## src/rtl/irq_gate_pkg.sv

```systemverilog
package irq_gate_pkg;

    localparam int IRQ_LINES = 8;

    // Gating fields taken from the status word plus the debug flag
    typedef struct packed {
        logic ie;
        logic exl;
        logic erl;
        logic dbg;
    } gate_t;

endpackage

```

## src/rtl/irq_line_capture.sv

```systemverilog
module irq_line_capture #(
    parameter int N = irq_gate_pkg::IRQ_LINES
) (
    input  logic         rst,
    input  logic [N-1:0] lines_i,
    output logic [N-1:0] pend_d_o
);
    // One pending bit per line: follows the level, cleared by reset
    for (genvar i = 0; i < N; i++) begin : g_bit
        assign pend_d_o[i] = ~rst & lines_i[i];
    end
endmodule

```

## src/rtl/irq_status_qual.sv

```systemverilog
module irq_status_qual
    import irq_gate_pkg::*;
(
    input  gate_t st_i,
    output logic  open_o
);
    always_comb begin
        open_o = st_i.ie & ~st_i.exl & ~st_i.erl & ~st_i.dbg;
    end
endmodule

```

## src/rtl/irq_mask_reduce.sv

```systemverilog
module irq_mask_reduce #(
    parameter int N = irq_gate_pkg::IRQ_LINES
) (
    input  logic [N-1:0] mask_i,
    input  logic [N-1:0] pend_i,
    output logic         any_o
);
    logic [N-1:0] hit;
    for (genvar i = 0; i < N; i++) begin : g_and
        assign hit[i] = mask_i[i] & pend_i[i];
    end
    assign any_o = |hit;
endmodule

```

## src/rtl/irq_pending_gate.sv

```systemverilog
module irq_pending_gate
    import irq_gate_pkg::*;
#(
    parameter int N = IRQ_LINES
) (
    input  logic         clk,
    input  logic         rst,
    input  logic [N-1:0] irq_lines,
    input  logic         stat_ie,
    input  logic         stat_exl,
    input  logic         stat_erl,
    input  logic [N-1:0] stat_mask,
    input  logic         dbg_mode,
    output logic [N-1:0] pending,
    output logic         irq_req
);
    typedef struct packed {
        logic [N-1:0] pend;
        logic         req;
    } state_t;

    state_t       st_d, st_q;
    gate_t        gate_w;
    logic [N-1:0] pend_d;
    logic         gate_open;
    logic         any_hit;

    assign gate_w = '{ie: stat_ie, exl: stat_exl, erl: stat_erl, dbg: dbg_mode};

    irq_line_capture #(.N(N)) u_cap (
        .rst      (rst),
        .lines_i  (irq_lines),
        .pend_d_o (pend_d)
    );

    irq_status_qual u_qual (
        .st_i   (gate_w),
        .open_o (gate_open)
    );

    irq_mask_reduce #(.N(N)) u_red (
        .mask_i (stat_mask),
        .pend_i (pend_d),
        .any_o  (any_hit)
    );

    // Next state: pending and request from the same sampled inputs
    always_comb begin
        st_d      = st_q;
        st_d.pend = pend_d;
        st_d.req  = ~rst & gate_open & any_hit;
    end

    always_ff @(posedge clk) begin
        st_q <= st_d;
    end

    assign pending = st_q.pend;
    assign irq_req = st_q.req;

    // reset clears everything
    a_r1_reset_clear: assert property (@(posedge clk)
        $past(rst) |-> (pending == '0 && !irq_req));

    // pending tracks line levels with one cycle latency
    a_r2_pend_follow: assert property (@(posedge clk) disable iff (rst)
        !$past(rst) |-> pending == $past(irq_lines));

    // global enable off blocks the request
    a_r3_ie_block: assert property (@(posedge clk) disable iff (rst)
        (!$past(rst) && !$past(stat_ie)) |-> !irq_req);

    // exception level blocks the request
    a_r4_exl_block: assert property (@(posedge clk) disable iff (rst)
        (!$past(rst) && $past(stat_exl)) |-> !irq_req);

    // error level blocks the request
    a_r5_erl_block: assert property (@(posedge clk) disable iff (rst)
        (!$past(rst) && $past(stat_erl)) |-> !irq_req);

    // debug mode blocks the request
    a_r6_dbg_block: assert property (@(posedge clk) disable iff (rst)
        (!$past(rst) && $past(dbg_mode)) |-> !irq_req);

    // open gates pass masked pending through
    a_r7_open_pass: assert property (@(posedge clk) disable iff (rst)
        (!$past(rst) && $past(stat_ie) && !$past(stat_exl) && !$past(stat_erl)
         && !$past(dbg_mode)) |-> irq_req == |($past(stat_mask) & $past(irq_lines)));

    // no latching once every unmasked line is low
    a_r8_no_latch: assert property (@(posedge clk) disable iff (rst)
        (!$past(rst) && (($past(stat_mask) & $past(irq_lines)) == '0)) |-> !irq_req);

    // a request implies some pending bit is set
    a_r9_req_has_pend: assert property (@(posedge clk) disable iff (rst)
        irq_req |-> pending != '0);

endmodule

```

## config.mk

```make
export PLATFORM = sky130hd
export DESIGN_NAME = irq_pending_gate
export DESIGN_NICKNAME = d
export VERILOG_FILES = /design/src/rtl/irq_gate_pkg.sv /design/src/rtl/irq_line_capture.sv /design/src/rtl/irq_status_qual.sv /design/src/rtl/irq_mask_reduce.sv /design/src/rtl/irq_pending_gate.sv
export SDC_FILE = /design/constraint.sdc
export NUM_CORES = 1
export LEC_CHECK = 0
export ABC_CLOCK_PERIOD_IN_PS = 1000
export CORE_AREA = 2 2 39 41
export DETAILED_ROUTE_END_ITERATION = 16
export DIE_AREA = 0 0 41 43
export DONT_BUFFER_PORTS = 1
export SYNTH_ARGS = -nofsm -noshare
export SYNTH_HDL_FRONTEND = slang
export SYNTH_HIERARCHICAL = 1
export SYNTH_SLANG_ARGS = --single-unit
```

## constraint.sdc

```tcl
create_clock -name clk -period 1 [get_ports clk]
set_input_delay 0.15 -clock clk [delete_from_list [all_inputs] [get_ports clk]]
set_output_delay 0.15 -clock clk [all_outputs]
set_load 0.05 [all_outputs]
```

* Word level (Yosys, flattened, before mapping)
Index checks and enable logic that the tools add are counted.
Word-level totals: output and inout bits 9, bits in registers 9, logic and storage cells 28, input port bits 22
Cells by class: bitwise gates (word level) 25, reductions and logical operators 1
Operators with widths (count):
- AND 1 bit | 21
- OR reduction 8 bit | 1
- NOT 1 bit | 4

* Depth between registers and ports, before layout
Gate-level depths: netlist (run 1).
word-level depth 6, depth in mapped cells 4, gate-level depth less buffers 4

* Modules after synthesis
Netlist (run 1), hierarchy kept.
By module, submodules not included:
- irq_pending_gate | instances 1, cells an instance 10, area an instance 188.9 um^2, sequential area each 180.2 um^2
- irq_line_capture | instances 1, cells an instance 8, area an instance 50.0 um^2, sequential area each 0.0 um^2
- irq_mask_reduce | instances 1, cells an instance 5, area an instance 36.3 um^2, sequential area each 0.0 um^2
- irq_status_qual | instances 1, cells an instance 1, area an instance 15.0 um^2, sequential area each 0.0 um^2

* Worst setup path after synthesis (run 1)
Ideal clock, no wire load.
path type input-to-reg, start point input port irq_lines[5], end point register st_q (netlist bit irq_req), stages on the path 4, path buffers 0, data arrival time 683 ps, data required time 884 ps, library setup time 116 ps, setup slack 202 ps, path through nor2b_1 a22oi_1 nand4_1 and3b_1
RTL lines:
- start: declaration | RTL line irq_pending_gate.sv:8 | input logic [N-1:0] irq_lines,
- end signal: assignment | RTL line irq_pending_gate.sv:55 | st_q <= st_d;
- end: declaration | RTL line irq_pending_gate.sv:22 | state_t st_d, st_q;

* Worst setup path after layout (run 1)
start point register st_q (netlist bit pending[3]), end point output port pending[3]
RTL lines:
- end: declaration | RTL line irq_pending_gate.sv:14 | output logic [N-1:0] pending,
No word-level cell between the ends.

==> qor.yml, run 1 <==
slew_violations: 0
grt_max_degree: 10
ys_ff_latch: 9
dpl.hpwl_um: 580.9
fin_tns_setup_ns: 0
first_iter_violations: 2
fp.dieW_um: 41
slowest_delay_ns: 0.31
tightest_slew_ns: 0.2237
outcome: "finished clean"
hold_class: "input port to register"
crit_family: "flip-flops"
die_area_um2: 1763
synth_area_um2: 290.3
synth_fa_ha_area_share_pct: 0
rsz0062_at_grt: "false"
final_net_count: 68
finalCritPeriodShare_pct: 91.13
start_kind: "register"
cts_hold_buf: 8
fillers: 147
antenna_found_initial: 0
cp.arrival_ns: 0.76
fin_area_um2: 484.2
rows: 14
cts_tree: "done"
grt_pass1_vias: 283
grt_pass1_wl_um: 1028
worstPathCellList: "buf_4"
synth_xor_area_share_pct: 0
fin_util_pct: 34.99
drc_errors: 0
via_per_inst: 4.459
vias: 272
synth_nets: 46
area_growth_pct: 66.81
worstHoldStart: "rst"
start_util_pct: 20.98
dpl_cell_area_um2: 377.9
top_layer: "met3"
path_clk_slew_ns: 0.06
peakVddDrop_uv: 728.3
synth.distinct_cells: 6
cpMaxStageDelayCell: "dfxtp_1"
htreeDepth: 1
clock.fmax_mhz: 1097
crit_required_ns: 0.85
hold_viol_final: 0
n_antenna_cell: 0
synth_top_family_by_area: "simple AND/OR/NAND/NOR gates"
setup_viol: 0
slew_headroom_pct: 85.09
io_pins: 31
die_h_um: 43
end_kind: "output port"
post_cts_buffers: 0
worst-setup-path-type: "register to output port"
yosys.area_share.simple_pct: 27.59
io_buffers: 0
synthMuxAreaShare_pct: 0
cts_buffers: 3
critPathMaxFanout: 1
core_um2: 1384
grt-ovfl-total: 0
wl_per_cell_um: 12.36
ys_warn_count: 6
grtUsageTotal_pct: 9.849
cts.repair.resized: 0
synth_area_per_cell_um2: 12.09
synth-compound-area-share_pct: 10.34
route.met2.wl_um: 376
clk_path_buf_depth: 2
finalCriticalPeriod_ns: 0.9113
syn_inst: 24
power.density_nw_per_um2: 1649
drv_cap: 0
first_pass_iters: 4
worst-path-buf-inv: 1
power_w: 0.0007985
setup.worst_path.start: "pending[3]"
clock-sinks: 9
root_buffer: "clkbuf_4"
ant_nets: 0
p_leak_nw: 0.2170
wl_um: 754
gp_congestion: 0.6981
route.met3.wl_um: 146
multi_input_area_um2: 110.1
seq_area_frac_synth_pct: 62.07
drt-met1-wl_um: 231
drive_above_1_share_pct: 28.89
ff_latch_area_um2: 180.2
report_power, final:
group          switching, W  internal [W]  total (W)
combinational     0.0000859     0.0000598   0.000146
sequential       0.00000456      0.000376   0.000381
clock              0.000119      0.000153   0.000272
state kept, by name, indices dropped and copies added (netlist names):
signal   flops
pending      8
irq_req      1
routing by layer:
layer / vias up / GRT usage [%]
li1: 127 / -
met1: 115 / 6.129
met2: 30 / 15.94
met3: 0 / 11.52
met4: 0 / 4.000
met5: - / 0
logic make-up after synthesis:
kind of cell,count (synthesis)
AO/OA/AOI/OAI,4
AND/OR/NAND/NOR,11
flip-flops,9
cells in the mapped netlist:
| cell | number | area (um2) |
|---|---|---|
| nor4b_2 | 1 | 15.01 |
| nor2b_1 | 8 | 50.05 |
| dfxtp_1 | 9 | 180.2 |
| nand4_1 | 1 | 6.260 |
| a22oi_1 | 4 | 30.03 |
| and3b_1 | 1 | 8.760 |
final timing paths:
path / endpoint / cells after the start
worst max-delay path: pending[3] / 1
worst min-delay path: irq_req / 1
area by class of cell:
type                            instances  area share, %
Clock buffer                            4          5.426
Multi-Input combinational cell         15          22.74
Sequential cell                         9          37.21
Timing Repair Buffer                   17          30.49
Tap cell                               16          4.134
placed cells by master (no fill, tap or decap), drive strengths merged:
master / Yosys / routed
dlygate4sd3: 0 / 8
nor2b: 8 / 8
buf: 0 / 9
nor4b: 1 / 1
dfxtp: 9 / 9
nand4: 1 / 1
and3b: 1 / 1
a22oi: 4 / 4
clkbuf: 0 / 4
metrics by stage:
stage,cells,worst slack [ns],hold WS (ns)
final,61,0.08874,0.08410
after global routing,61,0.04147,0.06676
after CTS,61,0.07623,0.07277
after detailed placement,49,0.08548,0.2383
after global placement,49,0.1286,0.2385
after floorplan,24,0.2018,0.2331
Power figures use the tool's default switching activity.
==> run 2: changes to the inputs <==
--- a/config.mk
+++ b/config.mk
@@ -6,10 +6,13 @@
 export NUM_CORES = 1
 export LEC_CHECK = 0
 export ABC_CLOCK_PERIOD_IN_PS = 1000
+export CELL_PAD_IN_SITES_DETAIL_PLACEMENT = 0
+export CELL_PAD_IN_SITES_GLOBAL_PLACEMENT = 2
 export CORE_AREA = 2 2 39 41
 export DETAILED_ROUTE_END_ITERATION = 16
 export DIE_AREA = 0 0 41 43
 export DONT_BUFFER_PORTS = 1
+export PLACE_DENSITY_LB_ADDON = 0.1
 export SYNTH_ARGS = -nofsm -noshare
 export SYNTH_HDL_FRONTEND = slang
 export SYNTH_HIERARCHICAL = 1
==> run 2 against run 1 <==
Clock power hardly changed; combinational power hardly changed; clock-buffer cell count stayed put; sequential share of layout area stayed put; wire length is 7.0% lower; cell area stayed put; total power is 0.60% lower; via count is 2.6% lower; non-clock buffer count stayed put; hold slack better by 0.0049 ns; worst setup slack better by 0.011 ns; critical endpoint is now pending[5]; largest cell class unchanged; largest power group unchanged.
==> qor.yml, run 2 (synthesis results as in run 1) <==
outcome: "finished clean"  # unchanged
fin_util_pct: 34.99  # unchanged
peakVddDrop_uv: 540.8  # was 728.3 uV
first_pass_iters: 2  # was 4
core_um2: 1384  # unchanged
fin_area_um2: 484.2  # unchanged
drv_cap: 0  # unchanged
critPathMaxFanout: 1  # unchanged
largest_reg_flops: 8  # unchanged
most-common-layout-cells: "dfxtp_1, buf_4, dlygate4sd3_1, nor2b_1, a22oi_1"  # unchanged
gp_congestion: 0.4840  # was 0.6981
clock-sinks: 9  # unchanged
grt_pass1_wl_um: 938  # was 1028 um
io_buffers: 0  # unchanged
vias: 265  # was 272
grt-ovfl-total: 0  # unchanged
p_leak_nw: 0.2170  # unchanged
wl_per_cell_um: 11.49  # was 12.36 um
path_clk_slew_ns: 0.06  # about the same
start_kind: "register"  # unchanged
rsz0062_at_grt: "false"  # unchanged
cts.repair.resized: 0  # unchanged
via_per_inst: 4.344  # was 4.459
grt_max_degree: 10  # unchanged
setup_viol: 0  # unchanged
min_path_cells: 1  # unchanged
slew_violations: 0  # unchanged
power.density_nw_per_um2: 1639  # was 1649 nW/um2
fin_tns_setup_ns: 0  # unchanged
antenna_found_initial: 0  # unchanged
fillers: 147  # unchanged
slew_headroom_pct: 86.68  # was 85.09%
ant_nets: 0  # unchanged
worstPathCellList: "buf_4"  # unchanged
critical_path_depth: 1  # unchanged
slowest_delay_ns: 0.31  # about the same
post_cts_buffers: 0  # unchanged
cts_buffers: 3  # unchanged
cpMaxStageDelayCell: "dfxtp_1"  # unchanged
grtUsageTotal_pct: 9.045  # was 9.849%
io_pins: 31  # unchanged
hold_viol_final: 0  # unchanged
tightest_slew_ns: 0.1998  # was 0.2237 ns
die_area_um2: 1763  # unchanged
n_antenna_cell: 0  # unchanged
end_kind: "output port"  # unchanged
holdPathEnd: "irq_req"  # unchanged
start_util_pct: 20.98  # unchanged
area_growth_pct: 66.81  # unchanged
drive_above_1_share_pct: 28.89  # unchanged
fp.dieW_um: 41  # unchanged
first_iter_violations: 1  # was 2
worst-path-buf-inv: 1  # unchanged
clk_path_buf_depth: 2  # unchanged
finalCriticalPeriod_ns: 0.9006  # was 0.9113 ns
cp.arrival_ns: 0.75  # was 0.76 ns
dpl_cell_area_um2: 377.9  # unchanged
worstHoldStart: "rst"  # unchanged
hold_class: "input port to register"  # unchanged
worst-setup-path-type: "register to output port"  # unchanged
root_buffer: "clkbuf_4"  # unchanged
htreeDepth: 1  # unchanged
grt_pass1_vias: 237  # was 283
cts_tree: "done"  # unchanged
die_h_um: 43  # unchanged
clock.fmax_mhz: 1110  # was 1097 MHz
crit_required_ns: 0.85  # about the same
crit_family: "flip-flops"  # unchanged
drc_errors: 0  # unchanged
wl_um: 701  # was 754 um
final_net_count: 68  # unchanged
finalCritPeriodShare_pct: 90.06  # was 91.13%
rows: 14  # unchanged
-- run 2: cell counts in the layout (fill, tap and decap cells not counted) --
Identical to the previous run, type by type.
-- run 2: how the worst max path moves through the flow --
stage	start	endpoint	slack [ns]
detailed placement	irq_lines[3]	irq_req	0.09
global route	pending[4]	pending[4]	0.05
finish	pending[5]	pending[5]	0.1
CTS	pending[3]	pending[3]	0.09
global placement	irq_lines[5]	irq_req	0.11
floorplan	irq_lines[5]	irq_req	0.20
-- run 2: timing repair --
item,CTS,global route
hold endpoints to repair,8,0
endpoints found under the setup margin,0,0
hold buffers,8,0
-- run 2: routing by layer --
layer	part of all wire [%]	up-vias	global-route usage (%)
met5	0	-	0
met4	0	0	8.000
met3	15	0	6.806
met2	53	18	12.50
met1	32	118	8.065
li1	-	129	-
-- run 2: power breakdown --
group          leakage [nW]  internal [W]  switching [W]
Clock                0.0150      0.000153       0.000116
Combinational         0.127     0.0000598      0.0000843
Sequential           0.0748      0.000376     0.00000414
Total                 0.217      0.000589       0.000205
-- run 2: cell type report --
cell class,count,area (um2),share of cell area [%]
clock buffer,4,26.28,5.426
timing repair buffer,17,147.6,30.49
tap,16,20.02,4.134
sequential,9,180.2,37.21
multi-input combinational,15,110.1,22.74
-- run 2: metrics by stage --
| stage | worst slack (ns) | hold WS (ns) | total power, W | std cells |
|---|---|---|---|---|
| after floorplan | 0.2018 | 0.2331 | 0.0004778 | 24 |
| after global placement | 0.1068 | 0.2367 | 0.0005102 | 49 |
| after detailed placement | 0.09390 | 0.2385 | 0.0005111 | 49 |
| after CTS | 0.08707 | 0.07766 | 0.0008114 | 61 |
| after global routing | 0.04779 | 0.06626 | 0.0008488 | 61 |
| final | 0.09945 | 0.08902 | 0.0007937 | 61 |
